## src/rtl/usbep_pkg.sv

```systemverilog
// Package: shared encodings for the endpoint handshake controller.
// Assumes four registers per endpoint, so an address splits into
// endpoint index (upper bits) and register offset (two low bits).
package usbep_pkg;

    localparam int REGS_PER_EP = 4;

    // register offsets inside an endpoint window
    localparam logic [1:0] OFF_CTRL  = 2'd0;
    localparam logic [1:0] OFF_STAT  = 2'd1;
    localparam logic [1:0] OFF_TTYPE = 2'd2;
    localparam logic [1:0] OFF_NTYPE = 2'd3;

    // control bit positions
    localparam int C_EN    = 0;
    localparam int C_RDY   = 1;
    localparam int C_SEQ   = 2;
    localparam int C_STALL = 3;
    localparam int C_ISO   = 4;

    // status bit positions
    localparam int S_ERR   = 0;
    localparam int S_STALL = 1;
    localparam int S_SEQ   = 2;
    localparam int S_NAK   = 3;
    localparam int S_ACK   = 4;

    // interrupt bit positions
    localparam int I_DONE = 0;
    localparam int I_NAK  = 1;
    localparam int I_ERR  = 2;
    localparam int IRQ_W  = 3;

    typedef enum logic [1:0] {
        TOK_SETUP = 2'd0,
        TOK_IN    = 2'd1,
        TOK_OUT   = 2'd2
    } tok_e;

    typedef enum logic [1:0] {
        HS_ACK   = 2'd0,
        HS_NAK   = 2'd1,
        HS_STALL = 2'd2,
        HS_DATA  = 2'd3
    } hs_e;

    // one-cycle update request from the responder to the registers
    typedef struct packed {
        logic       clr;      // new token: wipe status first
        logic       err;      // bad CRC seen
        logic       stall;    // STALL sent
        logic       nak;      // NAK sent
        logic       ack;      // host ACK received
        logic       seq_wr;   // write status data toggle
        logic       seq;      // value for the toggle
        logic       done;     // transaction completed, log type
        logic [1:0] kind;     // token type to log
    } ev_t;

endpackage

```

## src/rtl/usbep_resp.sv

```systemverilog
// Responder: per-token state machine that chooses the endpoint's answer.
// Assumes one token is in flight at a time; a new token aborts any wait.
// Event outputs are combinational; send requests are registered.
module usbep_resp
    import usbep_pkg::*;
#(
    parameter int NUM_EP = 4,
    localparam int EPW   = $clog2(NUM_EP)
) (
    input  logic                  clk,
    input  logic                  rst_n,
    input  logic                  tok_valid,
    input  logic [EPW-1:0]        tok_ep,
    input  logic [1:0]            tok_kind,
    input  logic                  pkt_ok,
    input  logic                  pkt_bad,
    input  logic                  pkt_seq,
    input  logic                  host_ack,
    input  logic [NUM_EP*8-1:0]   ctrl_flat,
    output logic [EPW-1:0]        ev_ep,
    output ev_t                   ev,
    output logic                  tx_req,
    output logic [1:0]            tx_kind,
    output logic                  tx_seq
);

    typedef enum logic [1:0] {ST_IDLE, ST_WAIT_PKT, ST_WAIT_ACK} st_e;

    st_e            st_q, st_n;
    logic [EPW-1:0] ep_q, ep_n;
    logic [1:0]     kind_q, kind_n;
    logic [7:0]     ctrl_sel;
    logic           send_n, seq_n;
    hs_e            hs_n;

    // Pick the control byte of the endpoint being served.
    always_comb begin
        ctrl_sel = ctrl_flat[(tok_valid ? tok_ep : ep_q)*8 +: 8];
    end

    // Decide the answer and the register updates for this cycle.
    always_comb begin
        st_n   = st_q;
        ep_n   = ep_q;
        kind_n = kind_q;
        ev     = '0;
        ev_ep  = ep_q;
        send_n = 1'b0;
        hs_n   = HS_ACK;
        seq_n  = 1'b0;
        if (tok_valid) begin
            ev_ep   = tok_ep;
            ep_n    = tok_ep;
            kind_n  = tok_kind;
            ev.clr  = 1'b1;
            ev.kind = tok_kind;
            st_n    = ST_IDLE;
            if (tok_kind == TOK_IN) begin
                if (!ctrl_sel[C_EN]) begin
                    st_n = ST_IDLE;
                end else if (!ctrl_sel[C_RDY]) begin
                    send_n = 1'b1;
                    hs_n   = HS_NAK;
                    ev.nak = 1'b1;
                end else if (ctrl_sel[C_STALL]) begin
                    send_n   = 1'b1;
                    hs_n     = HS_STALL;
                    ev.stall = 1'b1;
                end else begin
                    send_n    = 1'b1;
                    hs_n      = HS_DATA;
                    seq_n     = ctrl_sel[C_SEQ];
                    ev.seq_wr = 1'b1;
                    ev.seq    = ctrl_sel[C_SEQ];
                    if (ctrl_sel[C_ISO]) ev.done = 1'b1;
                    else                 st_n    = ST_WAIT_ACK;
                end
            end else begin
                st_n = ST_WAIT_PKT;
            end
        end else begin
            ev.kind = kind_q;
            unique case (st_q)
                ST_WAIT_PKT: begin
                    if (pkt_bad) begin
                        ev.err = 1'b1;
                        st_n   = ST_IDLE;
                    end else if (pkt_ok) begin
                        st_n = ST_IDLE;
                        if (!ctrl_sel[C_EN]) begin
                            st_n = ST_IDLE;
                        end else if (!ctrl_sel[C_RDY]) begin
                            send_n = 1'b1;
                            hs_n   = HS_NAK;
                            ev.nak = 1'b1;
                        end else if (ctrl_sel[C_STALL]) begin
                            send_n   = 1'b1;
                            hs_n     = HS_STALL;
                            ev.stall = 1'b1;
                        end else begin
                            ev.seq_wr = 1'b1;
                            ev.seq    = pkt_seq;
                            ev.done   = 1'b1;
                            send_n    = !ctrl_sel[C_ISO];
                            hs_n      = HS_ACK;
                        end
                    end
                end
                ST_WAIT_ACK: begin
                    if (host_ack) begin
                        ev.ack  = 1'b1;
                        ev.done = 1'b1;
                        st_n    = ST_IDLE;
                    end
                end
                default: st_n = ST_IDLE;
            endcase
        end
    end

    // Hold the transaction state and register the transmitter request.
    always_ff @(posedge clk) begin
        if (!rst_n) begin
            st_q    <= ST_IDLE;
            ep_q    <= '0;
            kind_q  <= '0;
            tx_req  <= 1'b0;
            tx_kind <= '0;
            tx_seq  <= 1'b0;
        end else begin
            st_q    <= st_n;
            ep_q    <= ep_n;
            kind_q  <= kind_n;
            tx_req  <= send_n;
            tx_kind <= hs_n;
            tx_seq  <= seq_n;
        end
    end

endmodule

```

## src/rtl/usbep_epregs.sv

```systemverilog
// Endpoint register bank: control, status and two type logs per endpoint.
// Control is bus-writable; status and logs change only through responder
// events. Read is a combinational mux over the endpoint windows.
module usbep_epregs
    import usbep_pkg::*;
#(
    parameter int NUM_EP = 4,
    localparam int EPW   = $clog2(NUM_EP),
    localparam int AW    = $clog2(NUM_EP*REGS_PER_EP + 1)
) (
    input  logic                clk,
    input  logic                rst_n,
    input  logic                reg_wr,
    input  logic [AW-1:0]       reg_addr,
    input  logic [7:0]          reg_wdata,
    input  logic [EPW-1:0]      ev_ep,
    input  ev_t                 ev,
    output logic [NUM_EP*8-1:0] ctrl_flat,
    output logic [7:0]          ep_rdata
);

    logic [7:0] ctrl_a  [NUM_EP];
    logic [7:0] stat_a  [NUM_EP];
    logic [7:0] ttype_a [NUM_EP];
    logic [7:0] ntype_a [NUM_EP];

    for (genvar g = 0; g < NUM_EP; g++) begin : g_ep
        localparam logic [AW-1:0] BASE = AW'(g*REGS_PER_EP);
        logic [7:0] ctrl_r, stat_r, ttype_r, ntype_r, stat_n;
        logic       hit;

        assign hit = (ev_ep == EPW'(g));

        // Next status: optional wipe, then OR in the reported results.
        always_comb begin
            stat_n = ev.clr ? 8'h00 : stat_r;
            if (ev.err)    stat_n[S_ERR]   = 1'b1;
            if (ev.stall)  stat_n[S_STALL] = 1'b1;
            if (ev.nak)    stat_n[S_NAK]   = 1'b1;
            if (ev.ack)    stat_n[S_ACK]   = 1'b1;
            if (ev.seq_wr) stat_n[S_SEQ]   = ev.seq;
        end

        // Update this endpoint's four registers.
        always_ff @(posedge clk) begin
            if (!rst_n) begin
                ctrl_r  <= '0;
                stat_r  <= '0;
                ttype_r <= '0;
                ntype_r <= '0;
            end else begin
                if (reg_wr && reg_addr == BASE + AW'(OFF_CTRL)) ctrl_r <= reg_wdata;
                if (hit) begin
                    stat_r <= stat_n;
                    if (ev.done) ttype_r <= {6'b0, ev.kind};
                    if (ev.nak)  ntype_r <= {6'b0, ev.kind};
                end
            end
        end

        assign ctrl_a[g]             = ctrl_r;
        assign stat_a[g]             = stat_r;
        assign ttype_a[g]            = ttype_r;
        assign ntype_a[g]            = ntype_r;
        assign ctrl_flat[g*8 +: 8]   = ctrl_r;
    end

    // Select the addressed register; unmapped addresses read 0.
    always_comb begin
        ep_rdata = 8'h00;
        for (int e = 0; e < NUM_EP; e++) begin
            if (reg_addr[AW-1:2] == (AW-2)'(e)) begin
                unique case (reg_addr[1:0])
                    OFF_CTRL:  ep_rdata = ctrl_a[e];
                    OFF_STAT:  ep_rdata = stat_a[e];
                    OFF_TTYPE: ep_rdata = ttype_a[e];
                    default:   ep_rdata = ntype_a[e];
                endcase
            end
        end
    end

endmodule

```

## src/rtl/usbep_irq.sv

```systemverilog
// Interrupt register: set by responder events, cleared by writing ones.
// A set and a clear of the same bit in one cycle leaves the bit set.
module usbep_irq
    import usbep_pkg::*;
(
    input  logic             clk,
    input  logic             rst_n,
    input  logic             clr_wr,
    input  logic [IRQ_W-1:0] clr_mask,
    input  ev_t              ev,
    output logic [IRQ_W-1:0] flags
);

    logic [IRQ_W-1:0] set_v;

    // Map responder events onto interrupt bits.
    always_comb begin
        set_v         = '0;
        set_v[I_DONE] = ev.done;
        set_v[I_NAK]  = ev.nak;
        set_v[I_ERR]  = ev.err;
    end

    // Apply write-one-to-clear, then new events.
    always_ff @(posedge clk) begin
        if (!rst_n) flags <= '0;
        else        flags <= (flags & ~(clr_wr ? clr_mask : '0)) | set_v;
    end

endmodule

```

## src/rtl/usb_ep_handshake.sv

```systemverilog
// Top: endpoint handshake controller for a full-speed device.
// Wires the responder, the endpoint register bank and the interrupt
// register, and places the interrupt register after the endpoint windows.
// Assumes NUM_EP is a power of two, at least 2.
module usb_ep_handshake
    import usbep_pkg::*;
#(
    parameter int NUM_EP = 4,
    localparam int EPW   = $clog2(NUM_EP),
    localparam int AW    = $clog2(NUM_EP*REGS_PER_EP + 1)
) (
    input  logic           clk,
    input  logic           rst_n,
    input  logic           tok_valid,
    input  logic [EPW-1:0] tok_ep,
    input  logic [1:0]     tok_kind,
    input  logic           pkt_ok,
    input  logic           pkt_bad,
    input  logic           pkt_seq,
    input  logic           host_ack,
    input  logic           reg_wr,
    input  logic [AW-1:0]  reg_addr,
    input  logic [7:0]     reg_wdata,
    output logic [7:0]     reg_rdata,
    output logic           tx_req,
    output logic [1:0]     tx_kind,
    output logic           tx_seq,
    output logic           irq
);

    localparam logic [AW-1:0] IRQ_ADDR = AW'(NUM_EP*REGS_PER_EP);

    ev_t                 ev;
    logic [EPW-1:0]      ev_ep;
    logic [NUM_EP*8-1:0] ctrl_flat;
    logic [7:0]          ep_rdata;
    logic [IRQ_W-1:0]    flags;

    usbep_resp #(.NUM_EP(NUM_EP)) resp_i (
        .clk(clk), .rst_n(rst_n),
        .tok_valid(tok_valid), .tok_ep(tok_ep), .tok_kind(tok_kind),
        .pkt_ok(pkt_ok), .pkt_bad(pkt_bad), .pkt_seq(pkt_seq),
        .host_ack(host_ack), .ctrl_flat(ctrl_flat),
        .ev_ep(ev_ep), .ev(ev),
        .tx_req(tx_req), .tx_kind(tx_kind), .tx_seq(tx_seq)
    );

    usbep_epregs #(.NUM_EP(NUM_EP)) regs_i (
        .clk(clk), .rst_n(rst_n),
        .reg_wr(reg_wr), .reg_addr(reg_addr), .reg_wdata(reg_wdata),
        .ev_ep(ev_ep), .ev(ev),
        .ctrl_flat(ctrl_flat), .ep_rdata(ep_rdata)
    );

    usbep_irq irq_i (
        .clk(clk), .rst_n(rst_n),
        .clr_wr(reg_wr && reg_addr == IRQ_ADDR),
        .clr_mask(reg_wdata[IRQ_W-1:0]),
        .ev(ev), .flags(flags)
    );

    // Read mux between the interrupt register and the endpoint bank.
    always_comb begin
        reg_rdata = (reg_addr == IRQ_ADDR) ? {{(8-IRQ_W){1'b0}}, flags} : ep_rdata;
    end

    assign irq = |flags;

endmodule

```

## config.mk

```make
export PLATFORM = sky130hd
export DESIGN_NAME = usb_ep_handshake
export DESIGN_NICKNAME = d
export VERILOG_FILES = /design/src/rtl/usbep_pkg.sv /design/src/rtl/usbep_resp.sv /design/src/rtl/usbep_epregs.sv /design/src/rtl/usbep_irq.sv /design/src/rtl/usb_ep_handshake.sv
export SDC_FILE = /design/constraint.sdc
export NUM_CORES = 1
export LEC_CHECK = 0
export BUFFER_PORTS_ARGS = -buffer_cell sky130_fd_sc_hd__buf_2
export CORE_UTILIZATION = 59
export CTS_CLUSTER_DIAMETER = 100
export DETAILED_ROUTE_END_ITERATION = 6
export PLACE_DENSITY_LB_ADDON = 0.15
export SETUP_SLACK_MARGIN = 0.02
export SYNTH_ARGS = -nofsm -noshare
export SYNTH_HDL_FRONTEND = slang
export SYNTH_SLANG_ARGS = --single-unit
```

## constraint.sdc

```tcl
create_clock -name clk -period 2.64 [get_ports clk]
set_input_delay 0.132 -clock clk [delete_from_list [all_inputs] [get_ports clk]]
set_output_delay 0.132 -clock clk [all_outputs]
set_load 0.01 [all_outputs]
```

==> flow_summary.json, run 1 <==
{
  "violations": "DRC",
  "grt_use_total": 0.316,
  "core-area_mm2": 0.00649,
  "area_delta_synth_final_pct": 11.4,
  "outcome": "finished with violations",
  "layout-drive-gt1-share": 0.218,
  "p_leak_nw": 1.94,
  "drtIter0Drc": 340,
  "worstSetupStartpoint": "resp_i.ep_q[1]",
  "synth_top_area_share": 0.399,
  "synth_area_mm2": 0.00406,
  "critPathKind": "reg2reg",
  "io_pins": 38,
  "globalRouteOverflowTotal": 0,
  "ys_seq_area_frac": 0.399,
  "htreeDepth": 3,
  "synth.yosys.warnings": 0,
  "clk_pin_slew_ns": 0.08,
  "initial_core_util": 0.625,
  "detail_route.wl_per_cell_um": 19.5,
  "drv_slew": 0,
  "rrSetupSlack_ns": 0.42,
  "cp-endpoint": "regs_i.g_ep[3].stat_r[1]",
  "syn_inst": 426,
  "grt_pass1_vias": 3258,
  "postLayoutCoreUtil": 0.696,
  "layout_commonest_cell": "dfxtp_1",
  "final_cells": 541,
  "design_area_mm2": 0.00452,
  "cts_sinks": 81,
  "hold_viol_final": 0,
  "worst_slew_pin_slew_ns": 0.645,
  "fp.dieH_um": 85.0,
  "fin_tns_setup_ns": 0,
  "rsz0062_at_grt": "no",
  "mostFrequentLayoutCells": "dfxtp_1, nor2_1, mux2i_1",
  "finalNetCount": 486,
  "grt_max_degree": 40,
  "rr_endpoint": "regs_i.g_ep[3].stat_r[1]",
  "rr_startpoint": "resp_i.ep_q[1]",
  "slowest_stage": "mux4_1",
  "synth_cell_type_count": 50,
  "power_mw": 2.46,
  "critPathRequiredTime_ns": 2.90,
  "placedCellCount": 525,
  "cp_max_fo": 11,
  "vias": 3424,
  "critPathMaxStageDelay_ns": 0.64,
  "ctsResizeCount": 0,
  "fin_ws_ns": 0.425,
  "fin_crit_ns": 2.22,
  "worstPathCellList": "mux2i_1, buf_4, mux4_1, and2_1, and3_1, o221a_1",
  "synth_top_area_cell": "dfxtp_1",
  "syn-num-nets": 453,
  "ff2ff_path_depth": 6,
  "hp-class": "in2reg",
  "vdd_drop_max_uv": 386,
  "die-area_mm2": 0.00722,
  "place.port_buffers": 37,
  "ys.flop_type": "dfxtp_1",
  "rows": 29,
  "diodes": 0,
  "vias_per_cell": 6.33,
  "synthTopCellsByArea": "dfxtp_1, mux2i_1, mux4_2",
  "dp_slack_ns": 0.382,
  "drc": 5,
  "postCtsSetupRepairBufs": 0,
  "ys_ff_latch": 81,
  "gp_congestion": 0.967,
  "min_from": "reg_wdata[3]",
  "dpl-instance-area_mm2": 0.00431,
  "drtAntennaViolNets": 0,
  "die_width_um": 85.0,
  "p_per_area_mw_per_mm2": 545,
  "synth_enable_flop_cells": 0,
  "clk_latency_ns": 0.37,
  "post-route-period-util": 0.839,
  "clockBufferDepth": 2,
  "holdBufCountCts": 0,
  "slew_headroom": 0.569,
  "worstSetupEndpointType": "flip-flop",
  "fin_worst_skew_ns": 0.0100,
  "cts_tree": "built",
  "critPathArrivalTime_ns": 2.48,
  "setup_viol": 0,
  "async_reset_ff_frac": 0,
  "fmax_mhz": 451,
  "syn_area_per_cell_um2": 9.53,
  "antenna_found_initial": 0,
  "dp.final_hpwl_mm": 7.75,
  "cts_inserted_buffers": 9,
  "max-cap-violations": 0,
  "holdWs_ns": 0.0478,
  "clockRootBuffer": "clkbuf_8",
  "firstDrtPassIters": 7,
  "routed_wl_mm": 10.5,
  "startpoint_type": "flip-flop",
  "grt_pass1_wl_mm": 17.1
}
==> how the worst min path moves through the flow <==
stage                                     endpoint  slack [ns]  cells past startpoint
final                     regs_i.g_ep[1].ctrl_r[3]        0.05                      3
after global placement    regs_i.g_ep[1].ctrl_r[4]        0.41                      3
after floorplan           regs_i.g_ep[0].ctrl_r[0]        0.28                      2
after CTS                 regs_i.g_ep[1].ctrl_r[3]        0.04                      3
after detailed placement  regs_i.g_ep[0].ctrl_r[3]        0.42                      3
after global routing      regs_i.g_ep[3].ctrl_r[4]        0.05                      3
==> registers in the layout, indices dropped and copies added (netlist names) <==
register and cells:
irq_i.flags 3, regs_i.g_ep.ctrl_r 32, regs_i.g_ep.ntype_r 8, regs_i.g_ep.stat_r 20
regs_i.g_ep.ttype_r 8, resp_i.ep_q 2, resp_i.kind_q 2, resp_i.st_q 2
resp_i.tx_kind 2, resp_i.tx_req 1, resp_i.tx_seq 1
==> worst max-delay path: cells and delay by family, from the launching register on <==
kind	cells	cell delay [ns]
AO/OA/AOI/OAI	1	0.27
buffers and inverters	1	0.23
flip-flops	1	0.35
multiplexers	2	0.78
AND/OR/NAND/NOR	2	0.48
==> cell usage after synthesis, types with 6 or more instances <==
cell,count
nor2b_1,6
nor2_1,61
a21oi_1,20
inv_1,12
mux2i_1,61
nand3_1,11
o21ai_0,7
dfxtp_1,81
mux4_2,17
nand2_2,9
a31oi_1,11
clkbuf_1,15
nand2_1,47
==> cells by family (layout without fill, tap and decap cells) <==
family,Yosys count,in the layout,synth area share
compound gates,65,65,0.116
fa+ha+maj,2,2,0.00616
buf+inv,36,74,0.0373
flops,81,81,0.399
mux,82,82,0.259
simple gates,160,160,0.182
==> report_power, final <==
part | total [mW] | leakage, nW | switching [mW] | internal [mW]
Combinational | 0.248 | 1.18 | 0.159 | 0.0890
Sequential | 1.25 | 0.654 | 0.0121 | 1.24
Clock | 0.969 | 0.106 | 0.476 | 0.494
==> routing by layer <==
layer,GRT usage,routed length (um),vias up
met4,0.114,234,0
met5,0,0,-
li1,-,-,1593
met3,0.0749,769,20
met1,0.420,4570,1667
met2,0.504,4970,144
==> area by class of cell <==
cell class,instances,area [um^2]
multi-input cells,309,2290
well taps,77,96.3
inverters,13,48.8
repair buffers,45,258
flip-flops and latches,81,1620
clock inverters,5,60.1
clock buffers,11,151
fillers,531,1970
Power figures use the tool's default switching activity.
==> inputs of run 2 (changes only) <==
--- a/config.mk
+++ b/config.mk
@@ -6,7 +6,7 @@
 export NUM_CORES = 1
 export LEC_CHECK = 0
 export BUFFER_PORTS_ARGS = -buffer_cell sky130_fd_sc_hd__buf_2
-export CORE_UTILIZATION = 59
+export CORE_UTILIZATION = 53
 export CTS_CLUSTER_DIAMETER = 100
 export DETAILED_ROUTE_END_ITERATION = 6
 export PLACE_DENSITY_LB_ADDON = 0.15
==> constraint.sdc (replaced) <==
create_clock -name clk -period 2 [get_ports clk]
set_input_delay 0.1 -clock clk [delete_from_list [all_inputs] [get_ports clk]]
set_output_delay 0.1 -clock clk [all_outputs]
set_load 0.01 [all_outputs]
==> flow_summary.json, run 2 (synthesis results as in run 1) <==
{
  "drtIter0Drc": 299,
  "rrSetupSlack_ns": -0.11,
  "p_sw_mw": 0.863,
  "vias": 3579,
  "worstPathCellList": "buf_4, a311o_1, a221oi_2, buf_4, a31oi_1, buf_4, o31ai_4, a21oi_1",
  "setup_viol": 21,
  "holdPathEnd": "regs_i.g_ep[1].ctrl_r[5]",
  "ff2ff_path_depth": 8,
  "dp.final_hpwl_mm": 8.45,
  "mostFrequentLayoutCells": "dfxtp_1, nor2_1, mux2i_1",
  "busiest_layer": "met2",
  "grt_max_degree": 49,
  "hp-class": "in2reg",
  "drtAntennaViolNets": 0,
  "startpoint_type": "flip-flop",
  "worst_slew_pin_slew_ns": 0.525,
  "hold_viol_final": 0,
  "globalRouteOverflowTotal": 0,
  "clk_latency_ns": 0.36,
  "critPathMaxStageDelay_ns": 0.37,
  "critPathRequiredTime_ns": 2.22,
  "detail_route.wl_per_cell_um": 18.7,
  "violations": "setup timing",
  "min_from": "reg_wdata[5]",
  "netSwitchingFraction": 0.276,
  "holdWs_ns": 0.0181,
  "cts_inserted_buffers": 9,
  "grt_pass1_wl_mm": 17.8,
  "reg_top3": "regs_i.g_ep.ctrl_r x32, regs_i.g_ep.stat_r x20",
  "cp_max_fo": 7,
  "p_per_area_mw_per_mm2": 631,
  "cts_tree": "built",
  "drc": 0,
  "grt_use_total": 0.310,
  "path_buf_inv": 3,
  "design_area_mm2": 0.00495,
  "worst_path_most_repeated_cell": "buf_4",
  "fmax_mhz": 473,
  "n_fill_cell": 610,
  "top_register": "regs_i.g_ep.ctrl_r",
  "initial_core_util": 0.554,
  "clockRootBuffer": "clkbuf_8",
  "die_width_um": 89.5,
  "use_met3": 0.0619,
  "die-area_mm2": 0.00801,
  "p_int_mw": 2.26,
  "outcome": "finished with violations",
  "gp_congestion": 1.02,
  "fin_ws_ns": -0.112,
  "crit_family": "compound AO/OA/AOI/OAI gates",
  "rsz0062_at_grt": "yes",
  "holdPathStages": 3,
  "rr_endpoint": "regs_i.g_ep[3].stat_r[3]",
  "clock_power_share": 0.342,
  "cts_sinks": 81,
  "finalNetCount": 528,
  "holdBufCountCts": 0,
  "worstSetupEndpointType": "flip-flop",
  "htreeDepth": 3,
  "max-cap-violations": 0,
  "fin_crit_ns": 2.11,
  "vdd_drop_max_uv": 539,
  "area_delta_synth_final_pct": 22.0,
  "layout_commonest_cell": "dfxtp_1",
  "drv_slew": 0,
  "pwr-share-comb": 0.131,
  "critPathArrivalTime_ns": 2.33,
  "largest_register_ffs": 32,
  "rows": 31,
  "slew_headroom": 0.650,
  "met2_usage": 0.482,
  "rr_startpoint": "resp_i.ep_q[1]",
  "layout-drive-gt1-share": 0.306,
  "vias_per_cell": 5.92,
  "core-area_mm2": 0.00733,
  "post-route-period-util": 1.06,
  "seqPwrFrac": 0.527,
  "met1_usage": 0.406,
  "diodes": 0,
  "slowest_stage": "a311o_1",
  "antenna_found_initial": 0,
  "io_pins": 38,
  "clockBufferDepth": 2,
  "p_leak_nw": 2.19,
  "dpl-instance-area_mm2": 0.00457,
  "place.port_buffers": 37,
  "grt_pass1_vias": 3375,
  "fp.dieH_um": 89.5,
  "clk_pin_slew_ns": 0.09,
  "fin_worst_skew_ns": 0.0131,
  "critPathKind": "reg2reg",
  "firstDrtPassIters": 5,
  "routed_wl_mm": 11.3
}
[run 2: cell type report]
class / count / area (um^2) / share of cell area
clock buffer: 11 / 131 / 0.0265
clock inverter: 5 / 40.0 / 0.00808
inverter: 13 / 48.8 / 0.00985
multi-input combinational: 309 / 2400 / 0.485
sequential: 81 / 1620 / 0.328
tap: 99 / 124 / 0.0250
timing repair buffer: 87 / 584 / 0.118
[run 2: worst max path at each step]
stage              startpoint                        end  slack, ns  cells past startpoint
3_5_place_dp   resp_i.ep_q[1]   regs_i.g_ep[3].stat_r[3]      -0.19                      8
2_1_floorplan  resp_i.ep_q[1]  regs_i.g_ep[0].ntype_r[0]       0.04                      7
3_3_place_gp   resp_i.ep_q[1]   regs_i.g_ep[3].stat_r[3]      -0.21                      8
5_1_grt        resp_i.ep_q[1]  regs_i.g_ep[0].ntype_r[0]      -0.16                      7
4_1_cts        resp_i.ep_q[1]   regs_i.g_ep[3].stat_r[3]      -0.05                      8
6_report       resp_i.ep_q[1]   regs_i.g_ep[3].stat_r[3]      -0.11                      8
[run 2: worst min-delay path, cell delays in order]
cell and delay [ns]:
buf_2 0.11, mux2i_1 0.07, nor2_1 0.07
[run 2: routing by layer]
metal / vias up / share of wire
met5: - / 0
met4: 0 / 0.037
met3: 35 / 0.065
met2: 153 / 0.47
met1: 1730 / 0.43
li1: 1661 / -
[run 2: through the flow]
step | worst slack (ns) | power, mW | TNS (ns) | utilization | std cells
global placement | -0.207 | 2.05 | -1.26 | 0.623 | 579
finish | -0.112 | 3.12 | -0.665 | 0.676 | 605
detailed placement | -0.194 | 2.05 | -1.85 | 0.623 | 579
global route | -0.155 | 3.24 | -1.89 | 0.676 | 605
CTS | -0.0496 | 3.12 | -0.451 | 0.663 | 601
floorplan | 0.0380 | 1.89 | 0 | - | 426
[run 2: repair_timing]
action / CTS / global route
setup buffers: 7 / 4
gates resized for setup: 17 / 14
endpoints found under the hold margin: 0 / 0
pin swaps: 8 / 6
setup endpoints to repair: 29 / 32
[run 2: power by group through the flow]
stage                     Sequential [mW]  Clock, mW  Combinational (mW)
final                                1.65       1.07               0.409
after CTS                            1.65       1.09               0.382
after detailed placement             1.68          0               0.363
after global placement               1.68          0               0.363
after floorplan                      1.68          0               0.214
after global routing                 1.65       1.16               0.435
